**src/rtl/rxq_pkg.sv**
```systemverilog
package rxq_pkg;
  typedef struct packed {
    logic wr_en;
    logic rd_en;
    logic drop;
  } rxq_ctl_t;
endpackage

```
**src/rtl/rxq_store.sv**
```systemverilog
module rxq_store #(
  parameter int DW    = 8,
  parameter int DEPTH = 16,
  parameter int AW    = $clog2(DEPTH)
) (
  input  logic          clk,
  input  logic          wr_en,
  input  logic [AW-1:0] wr_addr,
  input  logic [DW-1:0] wr_data,
  input  logic [AW-1:0] rd_addr,
  output logic [DW-1:0] rd_data,
  input  logic [AW-1:0] pk_addr,
  output logic [DW-1:0] pk_data
);
  logic [DW-1:0] slot [DEPTH];

  for (genvar i = 0; i < DEPTH; i++) begin : g_slot
    logic hit;
    assign hit = wr_en && (wr_addr == AW'(i));
    always_ff @(posedge clk) begin
      if (hit) slot[i] <= wr_data;
    end
  end

  assign rd_data = slot[rd_addr];
  assign pk_data = slot[pk_addr];
endmodule

```
**src/rtl/rxq_ptrs.sv**
```systemverilog
module rxq_ptrs
  import rxq_pkg::*;
#(
  parameter int AW = 4,
  parameter int LW = AW + 1
) (
  input  logic          clk,
  input  logic          rst_n,
  input  logic          push,
  input  logic          pop,
  input  logic [LW-1:0] cap,
  output rxq_ctl_t      ctl,
  output logic [AW-1:0] wr_ptr,
  output logic [AW-1:0] rd_ptr,
  output logic [LW-1:0] cnt,
  output logic          full,
  output logic          ovf
);
  logic [AW-1:0] wr_ptr_nx, rd_ptr_nx;
  logic [LW-1:0] cnt_nx;
  logic          ovf_nx, empty;

  always_comb begin
    full       = (cnt >= cap);
    empty      = (cnt == '0);
    ctl.rd_en  = pop && !empty;
    ctl.wr_en  = push && (!full || ctl.rd_en);
    ctl.drop   = push && !ctl.wr_en;
    wr_ptr_nx  = wr_ptr;
    rd_ptr_nx  = rd_ptr;
    cnt_nx     = cnt;
    ovf_nx     = ovf;
    if (ctl.wr_en) wr_ptr_nx = wr_ptr + 1'b1;
    if (ctl.rd_en) rd_ptr_nx = rd_ptr + 1'b1;
    case ({ctl.wr_en, ctl.rd_en})
      2'b10:   cnt_nx = cnt + 1'b1;
      2'b01:   cnt_nx = cnt - 1'b1;
      default: cnt_nx = cnt;
    endcase
    if (ctl.drop)       ovf_nx = 1'b1;
    else if (ctl.rd_en) ovf_nx = 1'b0;
  end

  always_ff @(posedge clk or negedge rst_n) begin
    if (!rst_n) begin
      wr_ptr <= '0;
      rd_ptr <= '0;
      cnt    <= '0;
      ovf    <= 1'b0;
    end else begin
      wr_ptr <= wr_ptr_nx;
      rd_ptr <= rd_ptr_nx;
      cnt    <= cnt_nx;
      ovf    <= ovf_nx;
    end
  end
endmodule

```
**src/rtl/rxq_idle_timer.sv**
```systemverilog
module rxq_idle_timer #(
  parameter int FW = 4,
  parameter int CW = FW + 3
) (
  input  logic          clk,
  input  logic          rst_n,
  input  logic          restart,
  input  logic          hold,
  input  logic          tick,
  input  logic [FW-1:0] frame_len,
  output logic          expired
);
  logic [CW-1:0] ticks, ticks_nx;
  logic [CW-1:0] limit;

  always_comb begin
    limit    = CW'({frame_len, 2'b00});
    expired  = (ticks > limit);
    ticks_nx = ticks;
    if (restart || hold)      ticks_nx = '0;
    else if (tick && !expired) ticks_nx = ticks + 1'b1;
  end

  always_ff @(posedge clk or negedge rst_n) begin
    if (!rst_n) ticks <= '0;
    else        ticks <= ticks_nx;
  end
endmodule

```
**src/rtl/rxq_fifo.sv**
```systemverilog
module rxq_fifo
  import rxq_pkg::*;
#(
  parameter int DW    = 8,
  parameter int DEPTH = 16,
  parameter int FW    = 4,
  localparam int AW   = $clog2(DEPTH),
  localparam int LW   = AW + 1
) (
  input  logic          clk,
  input  logic          rst_n,
  input  logic          fifo_en,
  input  logic [FW-1:0] frame_bits,
  input  logic          bit_tick,
  input  logic          push,
  input  logic [DW-1:0] push_data,
  input  logic          pop,
  output logic [DW-1:0] rd_data,
  input  logic [AW-1:0] peek_idx,
  output logic [DW-1:0] peek_data,
  output logic [AW-1:0] wr_idx,
  output logic [AW-1:0] rd_idx,
  output logic [LW-1:0] level,
  output logic          irq_full,
  output logic          irq_timeout,
  output logic          overflow
);
  logic [1:0]    rst_sync;
  logic          rst_int_n;
  rxq_ctl_t      ctl;
  logic [LW-1:0] cap;
  logic          full, expired;

  always_ff @(posedge clk or negedge rst_n) begin
    if (!rst_n) rst_sync <= 2'b00;
    else        rst_sync <= {rst_sync[0], 1'b1};
  end
  assign rst_int_n = rst_sync[1];

  assign cap = fifo_en ? LW'(DEPTH) : LW'(1);

  rxq_ptrs #(.AW(AW), .LW(LW)) u_ptrs (
    .clk(clk), .rst_n(rst_int_n), .push(push), .pop(pop), .cap(cap),
    .ctl(ctl), .wr_ptr(wr_idx), .rd_ptr(rd_idx), .cnt(level),
    .full(full), .ovf(overflow)
  );

  rxq_store #(.DW(DW), .DEPTH(DEPTH), .AW(AW)) u_store (
    .clk(clk), .wr_en(ctl.wr_en), .wr_addr(wr_idx), .wr_data(push_data),
    .rd_addr(rd_idx), .rd_data(rd_data), .pk_addr(peek_idx), .pk_data(peek_data)
  );

  rxq_idle_timer #(.FW(FW)) u_timer (
    .clk(clk), .rst_n(rst_int_n), .restart(ctl.wr_en || ctl.rd_en),
    .hold(level == '0), .tick(bit_tick), .frame_len(frame_bits),
    .expired(expired)
  );

  assign irq_full    = full;
  assign irq_timeout = fifo_en && expired && (level != '0) && !full;
endmodule

```
**config.mk**
```make
export PLATFORM = sky130hd
export DESIGN_NAME = rxq_fifo
export DESIGN_NICKNAME = d
export VERILOG_FILES = /design/src/rtl/rxq_pkg.sv /design/src/rtl/rxq_store.sv /design/src/rtl/rxq_ptrs.sv /design/src/rtl/rxq_idle_timer.sv /design/src/rtl/rxq_fifo.sv
export SDC_FILE = /design/constraint.sdc
export NUM_CORES = 1
export LEC_CHECK = 0
export CELL_PAD_IN_SITES_DETAIL_PLACEMENT = 1
export CELL_PAD_IN_SITES_GLOBAL_PLACEMENT = 1
export CORE_ASPECT_RATIO = 0.75
export CORE_MARGIN = 2
export CORE_UTILIZATION = 45
export CTS_BUF_LIST = sky130_fd_sc_hd__clkbuf_16
export DETAILED_ROUTE_END_ITERATION = 6
export DONT_BUFFER_PORTS = 1
export HOLD_SLACK_MARGIN = 0.08
export PLACE_DENSITY_LB_ADDON = 0.1
export SLEW_MARGIN = 20
export SYNTH_ARGS = -nofsm -noshare
export SYNTH_HDL_FRONTEND = slang
export SYNTH_SLANG_ARGS = --single-unit
```
**constraint.sdc**
```tcl
create_clock -name clk -period 2.7 [get_ports clk]
set_clock_uncertainty 0.2 [all_clocks]
set_input_delay 0.27 -clock clk [delete_from_list [all_inputs] [get_ports clk]]
set_output_delay 0.27 -clock clk [all_outputs]
set_load 0.05 [all_outputs]
```
# Word-level counts from Yosys, hierarchy flattened
# Memories as Yosys holds them, arrays and structs flattened.
# Index checks and enable logic that the tools add are counted.
op_classes:
  n_lt_le_gt_ge: 2
  reduce_logical: 51
  addsub: 5
  n_eq_ne: 17
  muxes: 83
op_table:
  columns: ["operator", "n"]
  rows:
  - ["2-to-1 mux 8 bit", 15]
  - ["OR reduction 8 bit", 15]
  - ["2-to-1 mux 4 bit", 15]
  - ["2-to-1 mux 1 bit", 49]
  - ["== test 4 bit, second input constant", 8]
  - ["logical AND 1 bit", 23]
  - ["== test 4 x 3 -> 1 bit, second input constant", 4]
  - ["2-to-1 mux 7 bit", 2]
  - ["case mux 5 bit (2 select lines)", 1]
  - ["adder 4 x 1 -> 4 bit, second input constant", 2]
  - ["== test 4 x 2 -> 1 bit, second input constant", 2]
  - ["adder 7 x 1 -> 7 bit, second input constant", 1]
  - ["greater-than comparator 7 x 6 -> 1 bit", 1]
  - ["nonzero test 2 bit", 3]
  - ["adder 5 x 1 -> 5 bit, second input constant", 1]
  - [">= comparator 5 bit", 1]
  - ["logical NOT 5 bit", 1]
  - ["2-to-1 mux 5 bit", 1]
  - ["nonzero test 5 bit", 1]
  - ["subtractor 5 x 1 -> 5 bit, second input constant", 1]
  - ["== test 4 x 1 -> 1 bit, second input constant", 1]
  - ["logical NOT 1 bit", 4]
  - ["logical NOT 4 bit", 1]
  - ["logical OR 1 bit", 3]
  - ["other kinds (2)", 2]
word_totals:
  ramBits: 128
  register_bits: 23
  out_inout_bits: 32
  n_memories: 1
  in_bits: 22
  elab_cells: 165
memory_table:
  columns: ["name", "words", "word_bits", "rd", "rd_ports_with_merged_regs", "wr", "line_no", "rtl"]
  rows:
  - ["u_store.slot", 16, 8, 2, 0, 1, "rxq_store.sv:15", "logic [DW-1:0] slot [DEPTH];"]

# Longest topological paths before layout
# Gate-level depths: netlist of the first run.
logic_depth:
  depth_word: 24
  depth_mapped: 11
  ltp_nobuf: 11

# Hierarchy
# A second synthesis of the first run with hierarchy kept.
hier_totals:
  cells_unflattened: 450
  hier_area_um2: 7619.8
by_module_without_submodules:
  columns: ["mod", "seq_area_each_um2", "area_per_inst_um2", "instances", "cells_per_inst"]
  rows:
  - ["rxq_store", 3843.7, 6024.5, 1, 291]
  - ["rxq_ptrs", 350.3, 928.4, 1, 88]
  - ["rxq_idle_timer", 175.2, 569.3, 1, 61]
  - ["rxq_fifo", 50.0, 97.6, 1, 10]

# Least setup slack after synthesis of the first run
# Ideal clock, no wire load.
synth_timing:
  path_type: "reg-to-output"
  start: "reg u_ptrs.cnt[0]"
  end: "out irq_timeout"
  path_buffers: 0
  t_required_ns: 2.230
  path_slack_ns: -0.622
  path_stages_with_launch: 6
  arrival_time_ns: 2.852
  cell_sequence: "dfrtp_1 > inv_1 > ha_1 > o31a_1 > or2_4 > nor3_1"
synth_via:
  elab_chain_len: 3
  word_cells_on_any_way: 5
  classes_between: "order compare (1); reduce/logical (4)"
synth_lines:
  columns: ["element", "line_no", "rtl"]
  rows:
  - ["start, declared", "rxq_ptrs.sv:15", "output logic [LW-1:0] cnt,"]
  - ["start signal, assigned", "rxq_ptrs.sv:53", "cnt <= cnt_nx;"]
  - [">= comparator 5 bit", "rxq_ptrs.sv:24", "full = (cnt >= cap);"]
  - ["via irq_full", "rxq_fifo.sv:24", "output logic irq_full,"]
  - ["logical NOT 1 bit", "rxq_fifo.sv:60", "assign irq_timeout = fifo_en && expired && (level != '0) && !full;"]
  - ["logical AND 1 bit", "rxq_fifo.sv:60", null]
  - ["end, declared", "rxq_fifo.sv:25", "output logic irq_timeout,"]
# The timed path passes the listed nets, and every way through them passes these cells.

# Worst setup path in the final report of the first run
layout_timing:
  start: "reg u_ptrs.rd_ptr[0]"
  end: "out rd_data[6]"
layout_via:
  elab_chain_len: 1
layout_lines:
  columns: ["element", "line_no", "rtl"]
  rows:
  - ["start, declared", "rxq_ptrs.sv:14", "output logic [AW-1:0] rd_ptr,"]
  - ["start signal, assigned", "rxq_ptrs.sv:52", "rd_ptr <= rd_ptr_nx;"]
  - ["memory read (16 x 8 bit)", null, null]
  - ["end, declared", "rxq_fifo.sv:18", "output logic [DW-1:0] rd_data,"]
# Every way passes these cells.

==> run_results.csv, run 1 <==
group,metric,value,unit
timing,worst_slew_pin_slew,919,ps
finish,layout.nets,476,
setup_path,cp_data_arrival_time,2330,ps
logic_synthesis,ys_top_cells_by_area,"edfxtp_1 53%, mux4_2 25%, dfrtp_1 7.9%",
die,die_x,151,um
global_routing,grt_usage,0.234,
setup_path,slowest_delay,670,ps
cts,clock_sinks,151,
logic_synthesis,synth_top_area_frac,0.526,
timing,drv_slew,0,
setup_path,cp_data_required_time,2230,ps
setup_path,cp_slowest_cell,"mux4_2",
placement,post-place-ws,135,ps
finish,area_growth,17.7,%
power,intPower,5560,uW
setup_path,start_kind,"flop",
global_routing,grt_pass1_wl,28.0,mm
logic_synthesis,ys_warn_count,0,
placement,gp_congestion,0.789,
routing,first_iter_violations,367,
timing,final_hold_viol_count,0,
cts,cts-htree-levels,4,
power,p_sw_frac,0.379,
run_status,outcome,"finished with violations",
cts,clk_latency,420,ps
power,power_leakage,0.00295,uW
finish,layout-drive-gt1-share,0.393,
setup_path,cp_common_cell,"mux4_2",
finish,antennaDiodeCount,0,
logic_synthesis,synth_top_area_cell,"edfxtp_1",
power,cellPowerDensity,1040,nW/um2
die,dieArea,17300,um2
routing,vias,3944,
global_routing,grt_max_degree,37,
die,die_h,114,um
die,start_util,0.458,
finish,layout_common_cells,"128 x edfxtp_1, 80 x mux4_2, 25 x buf_4",
logic_synthesis,post_synth_num_cell_types,47,
setup_path,cp-end-kind,"output port",
timing,slew_headroom,0.387,
timing,fin_crit_sh,1.04,
job,drv_cap,0,
placement,dp_hpwl,12.9,mm
cts,cts-root-buf,"clkbuf_16",
hold_path,hp-start,"push",
routing,routed_via_density,5.99,
setup_path,crit_path_max_fanout,8,
global_routing,antenna_found_initial,1,
power,p_clk_frac,0.239,
logic_synthesis,synth_cells,393,
timing,fin_ws,-100,ps
routing,routed_wl,18.7,mm
routing,wire_per_inst,28.4,um
power,seqPwrFrac,0.347,
die,core_area,16000,um2
cts,clkTransAtPathRegs,60,ps
setup_path,crit_start,"u_ptrs.rd_ptr[0]",
routing,drtAntennaViolNets,0,
routing,drc,0,
placement,portBuffers,0,
cts,numCtsBuffers,17,
finish,final_common_cell,"edfxtp_1",
die,row_count,40,
timing,rsz0062_at_grt,"yes",
timing,min_period,2800,ps
global_routing,overflow,0,
logic_synthesis,yosysSeqAreaShare,0.604,
logic_synthesis,synth_fp_nets,433,
cts,cts.path.max_buffers,2,
die,pin_count,54,
power,pwr-share-comb,0.414,
power,p_sw,3390,uW
placement,dp_cells,608,
setup_path,worstPathCellList,"buf_12, mux4_2, mux4_2",
finish,nFillCells,1429,
timing,finalSetupViolCount,8,
cts,cts_tree,"built",
run_status,failed_checks,"negative setup slack",
global_routing,grt_pass1_vias,4239,
logic_synthesis,synth_edf_count,128,
logic_synthesis,synth-seq-cells,151,
hold_path,hold_path_class,"input pin to flop",
logic_synthesis,async_flop_share,0.152,
power,ir_worst_vdd,0.609,mV
setup_path,r2r-start,"u_ptrs.cnt[3]",
logic_synthesis,ys.flop_type,"edfxtp_1",
finish,instances_no_fill,658,
timing,fmax,0.357,GHz
routing,first_pass_iters,4,
logic_synthesis,syn_area_per_cell,18.6,um2
setup_path,path_class,"flop to output port",
logic_synthesis,synth_area,7310,um2
worst max-delay path: cells and delay by family (launching register included):
kind                   cells  cell delay, ps
DFF                        1             440
muxes                      2            1260
buffers and inverters      1             200
state kept, by name, summed over array words and instances, names as in the netlist:
| signal | count |
|---|---|
| u_ptrs.rd_ptr | 4 |
| rst_sync | 2 |
| u_store.slot | 128 |
| u_timer.ticks | 7 |
| u_ptrs.ovf | 1 |
| u_ptrs.wr_ptr | 4 |
| u_ptrs.cnt | 5 |
power groups by stage:
stage | clock network [uW] | logic (uW) | registers [uW]
floorplan | 0 | 2340 | 3350
global placement | 0 | 3390 | 3130
detailed placement | 0 | 3420 | 3150
CTS | 2190 | 3670 | 3110
global route | 2280 | 3910 | 3140
finish | 2140 | 3700 | 3110
area by class of cell:
type                            instances  area (um2)  share of cell area
Clock buffer                           17         425              0.0494
Clock inverter                         14        96.3              0.0112
Inverter                               18        71.3             0.00829
Multi-Input combinational cell        200        2800               0.325
Sequential cell                       151        4430               0.515
Tap cell                              210         263              0.0305
Timing Repair Buffer                   48         520              0.0605
synth_stat cells, drive strengths merged, types with 8 or more instances:
cell type,count
clkbuf,12
buf,12
and3,10
nor2,12
ha,17
mux4,80
dfrtp,23
edfxtp,128
nand2,16
inv,17
xnor2,14
a21oi,8
metal layers:
layer | track usage | routed length [um] | vias up
met5 | 0 | 0 | -
met4 | 0.0467 | 93 | 0
met3 | 0.0805 | 1640 | 6
met2 | 0.338 | 8650 | 147
met1 | 0.350 | 8330 | 2100
li1 | - | - | 1691
timing repair:
action                                  CTS  global route
endpoints found under the setup margin    9             9
cloned                                    2             1
buffers inserted                          2             1
pin swaps                                 1             4
resized for setup                         8             1
endpoints found under the hold margin   137             0
hold buffers                             13             0
logic make-up after synthesis:
logic type,share of synthesized area
other cells,0.000513
flops,0.604
buf+inv,0.0236
compound gates,0.0207
fa+ha+maj,0.0318
xor+xnor,0.0192
simple gates,0.0474
mux,0.252
metrics by stage:
stage / util / setup TNS, ps / total power, uW / area [um2] / hold slack [ps]
2_1_floorplan: - / -4250 / 5700 / 7390 / -226
3_3_place_gp: 0.489 / 0 / 6520 / 7810 / -226
3_5_place_dp: 0.489 / 0 / 6570 / 7810 / -226
4_1_cts: 0.536 / -955 / 8960 / 8560 / 85.3
5_1_grt: 0.539 / -1220 / 9330 / 8600 / 123
6_report: 0.539 / -644 / 8950 / 8600 / 109
path summary, 6_finish.rpt:
| kind | endpoint | slack (ps) | cells after the start |
|---|---|---|---|
| worst min-delay path | u_ptrs.wr_ptr[0] | 110 | 4 |
| worst min register to register | rst_sync[1] | 160 | 0 |
| min in group asynchronous | u_ptrs.wr_ptr[1] | 180 | 0 |
| worst max register to register | u_store.slot[11][5] | 60 | 7 |
| worst max-delay path | rd_data[6] | -100 | 3 |
| max in group asynchronous | u_ptrs.rd_ptr[1] | 1490 | 0 |
Power figures use the tool's default switching activity.
==> run 2, diff against run 1 <==
--- a/config.mk
+++ b/config.mk
@@ -5,11 +5,12 @@
 export SDC_FILE = /design/constraint.sdc
 export NUM_CORES = 1
 export LEC_CHECK = 0
+export ABC_AREA = 1
 export CELL_PAD_IN_SITES_DETAIL_PLACEMENT = 1
 export CELL_PAD_IN_SITES_GLOBAL_PLACEMENT = 1
 export CORE_ASPECT_RATIO = 0.75
 export CORE_MARGIN = 2
-export CORE_UTILIZATION = 45
+export CORE_UTILIZATION = 50
 export CTS_BUF_LIST = sky130_fd_sc_hd__clkbuf_16
 export DETAILED_ROUTE_END_ITERATION = 6
 export DONT_BUFFER_PORTS = 1
==> run_results.csv, run 2 <==
group,metric,value,unit
setup_path,r2r_end,"u_timer.ticks[1]",
die,start_util,0.516,
finish,layout-drive-gt1-share,0.0991,
logic_synthesis,synth_top_area_frac,0.483,
finish,antennaDiodeCount,0,
global_routing,grt.busiest_layer,"met2",
global_routing,grt.met1_usage,0.456,
die,die_h,113,um
logic_synthesis,yosysSeqAreaShare,0.555,
logic_synthesis,yosys-top-cells-count,"142 x nand2_1, 128 x edfxtp_1, 119 x nand3_1",
finish,area_growth,15.0,%
setup_path,ff2ff_setup_slack,250,ps
cts,numCtsBuffers,17,
cts,clk_latency,430,ps
logic_synthesis,synth_fp_nets,884,
logic_synthesis,ys.flop_type,"edfxtp_1",
setup_path,start_kind,"flop",
logic_synthesis,synth_most_common_cell,"nand2_1",
finish,layout_common_cells,"142 x nand2_1, 128 x edfxtp_1, 119 x nand3_1",
cts,clock_sinks,151,
setup_path,cp_data_arrival_time,2130,ps
routing,drtAntennaViolNets,0,
die,pin_count,54,
setup_path,cp-end-kind,"output port",
global_routing,grt_pass1_wl,40.3,mm
power,ir_worst_vdd,0.709,mV
die,dieArea,16900,um2
timing,slew_headroom,0.416,
logic_synthesis,synth-seq-cells,151,
die,die_x,150,um
global_routing,grt_max_degree,129,
placement,dp_hpwl,16.9,mm
timing,fmax,0.385,GHz
global_routing,grt_usage,0.321,
cts,cts.path.max_buffers,2,
routing,drc,0,
setup_path,r2r-start,"u_ptrs.cnt[0]",
die,row_count,39,
routing,routed_via_density,6.20,
setup_path,r2r_cells,13,
cts,clkTransAtPathRegs,60,ps
global_routing,grt_pass1_vias,6827,
logic_synthesis,async_flop_share,0.152,
cts,cts-htree-levels,4,
setup_path,path_class,"flop to output port",
global_routing,antenna_found_initial,0,
die,core_area,15400,um2
setup_path,cp_data_required_time,2230,ps
timing,worst_slew_pin_slew,873,ps
finish,regMostFlops,"u_store.slot",
routing,routed_wl,26.1,mm
cts,cts-root-buf,"clkbuf_16",
global_routing,overflow,0,
routing,wire_per_inst,24.1,um
finish,largest_reg_flops,128,
logic_synthesis,synth_cells,844,
global_routing,use_met2,0.506,
finish,top_regs,"u_store.slot (128), u_timer.ticks (7), u_ptrs.cnt (5)",
logic_synthesis,synth_edf_count,128,
timing,fin_crit_sh,0.963,
hold_path,hold_path_class,"flop to asynchronous set/reset pin",
finish,final_common_cell,"nand2_1",
timing,finalSetupViolCount,0,
power,cellPowerDensity,1090,nW/um2
routing,first_iter_violations,795,
setup_path,crit_path_max_fanout,68,
job,drv_cap,0,
logic_synthesis,ys_top_cells_by_area,"edfxtp_1 48%, nand3_1 7.5%, dfrtp_1 7.2%",
logic_synthesis,synth_area,7960,um2
logic_synthesis,post_synth_num_cell_types,26,
timing,rsz0062_at_grt,"no",
routing,vias,6720,
placement,portBuffers,0,
logic_synthesis,ys_warn_count,0,
placement,gp_congestion,0.844,
run_status,outcome,"complete, no violations",
timing,drv_slew,0,
timing,final_hold_viol_count,0,
global_routing,met3_usage,0.0653,
logic_synthesis,synth_top_area_cell,"edfxtp_1",
setup_path,crit_start,"u_ptrs.rd_ptr[0]",
finish,final_util,0.594,
timing,setup_tns,0,ps
power,power_leakage,0.00368,uW
setup_path,worstSetupEndpoint,"rd_data[3]",
routing,first_pass_iters,5,
finish,layout.nets,907,
logic_synthesis,syn_area_per_cell,9.43,um2
cts,cts_tree,"built",
timing,min_period,2600,ps
run 2: how the worst min path moves through the flow:
stage                             endpoint  cells past startpoint
after floorplan                rst_sync[0]                      0
after global placement         rst_sync[1]                      0
after detailed placement       rst_sync[1]                      0
after CTS                 u_timer.ticks[3]                      0
after global routing      u_ptrs.wr_ptr[1]                      0
final                     u_timer.ticks[3]                      0
run 2: final cells by class:
type / count / area [um2]
fill: 1711 / 6270
clock inverter: 13 / 166
multi-input combinational: 535 / 2870
sequential: 151 / 4430
clock buffer: 17 / 425
tap: 205 / 256
timing repair buffer: 59 / 619
inverter: 103 / 394
run 2: cell families after synthesis:
| logic type | count (synthesis) | synth area share |
|---|---|---|
| and+or+nand+nor | 306 | 0.172 |
| AOI/OAI and AO/OA | 201 | 0.147 |
| buffers and inverters | 158 | 0.0865 |
| DFF | 151 | 0.555 |
| adders and majority gates | 18 | 0.0292 |
| xor gates and xnor gates | 9 | 0.00991 |
| other | 1 | 0.000471 |
run 2: power by group:
part           internal [uW]  switching (uW)
logic                   1450            3010
clock network           1520             933
registers               2790             255
run 2: critical path: stages (launching register included):
cell and delay [ps]:
dfrtp_4 510, buf_12 220, a21oi_1 210, o21ai_0 120
nand3_1 150, nand3_1 100, nand2_1 180, buf_12 170
run 2: per-layer routing:
layer | routed length (um) | share of wire
met3 | 2230 | 0.085
met5 | 0 | 0
met4 | 478 | 0.018
met2 | 12100 | 0.46
met1 | 11300 | 0.43
run 2: what timing repair did:
item                       4_1_cts  5_1_grt
hold buffers                    14        0
resized for setup                0        5
hold endpoints to repair       148        0
setup endpoints to repair        0        3
setup buffers                    0        0
run 2: through the flow:
stage / cell area, um2 / setup WS [ps] / cells / hold slack (ps) / power (uW)
3_3_place_gp: 8400 / 315 / 1039 / -226 / 7190
4_1_cts: 9130 / 69.8 / 1083 / 115 / 9900
3_5_place_dp: 8400 / 202 / 1039 / -226 / 7370
5_1_grt: 9150 / 4.45 / 1083 / 158 / 10400
6_report: 9150 / 99.4 / 1083 / 99.1 / 9960
2_1_floorplan: 7960 / 33.0 / 844 / -226 / 5800
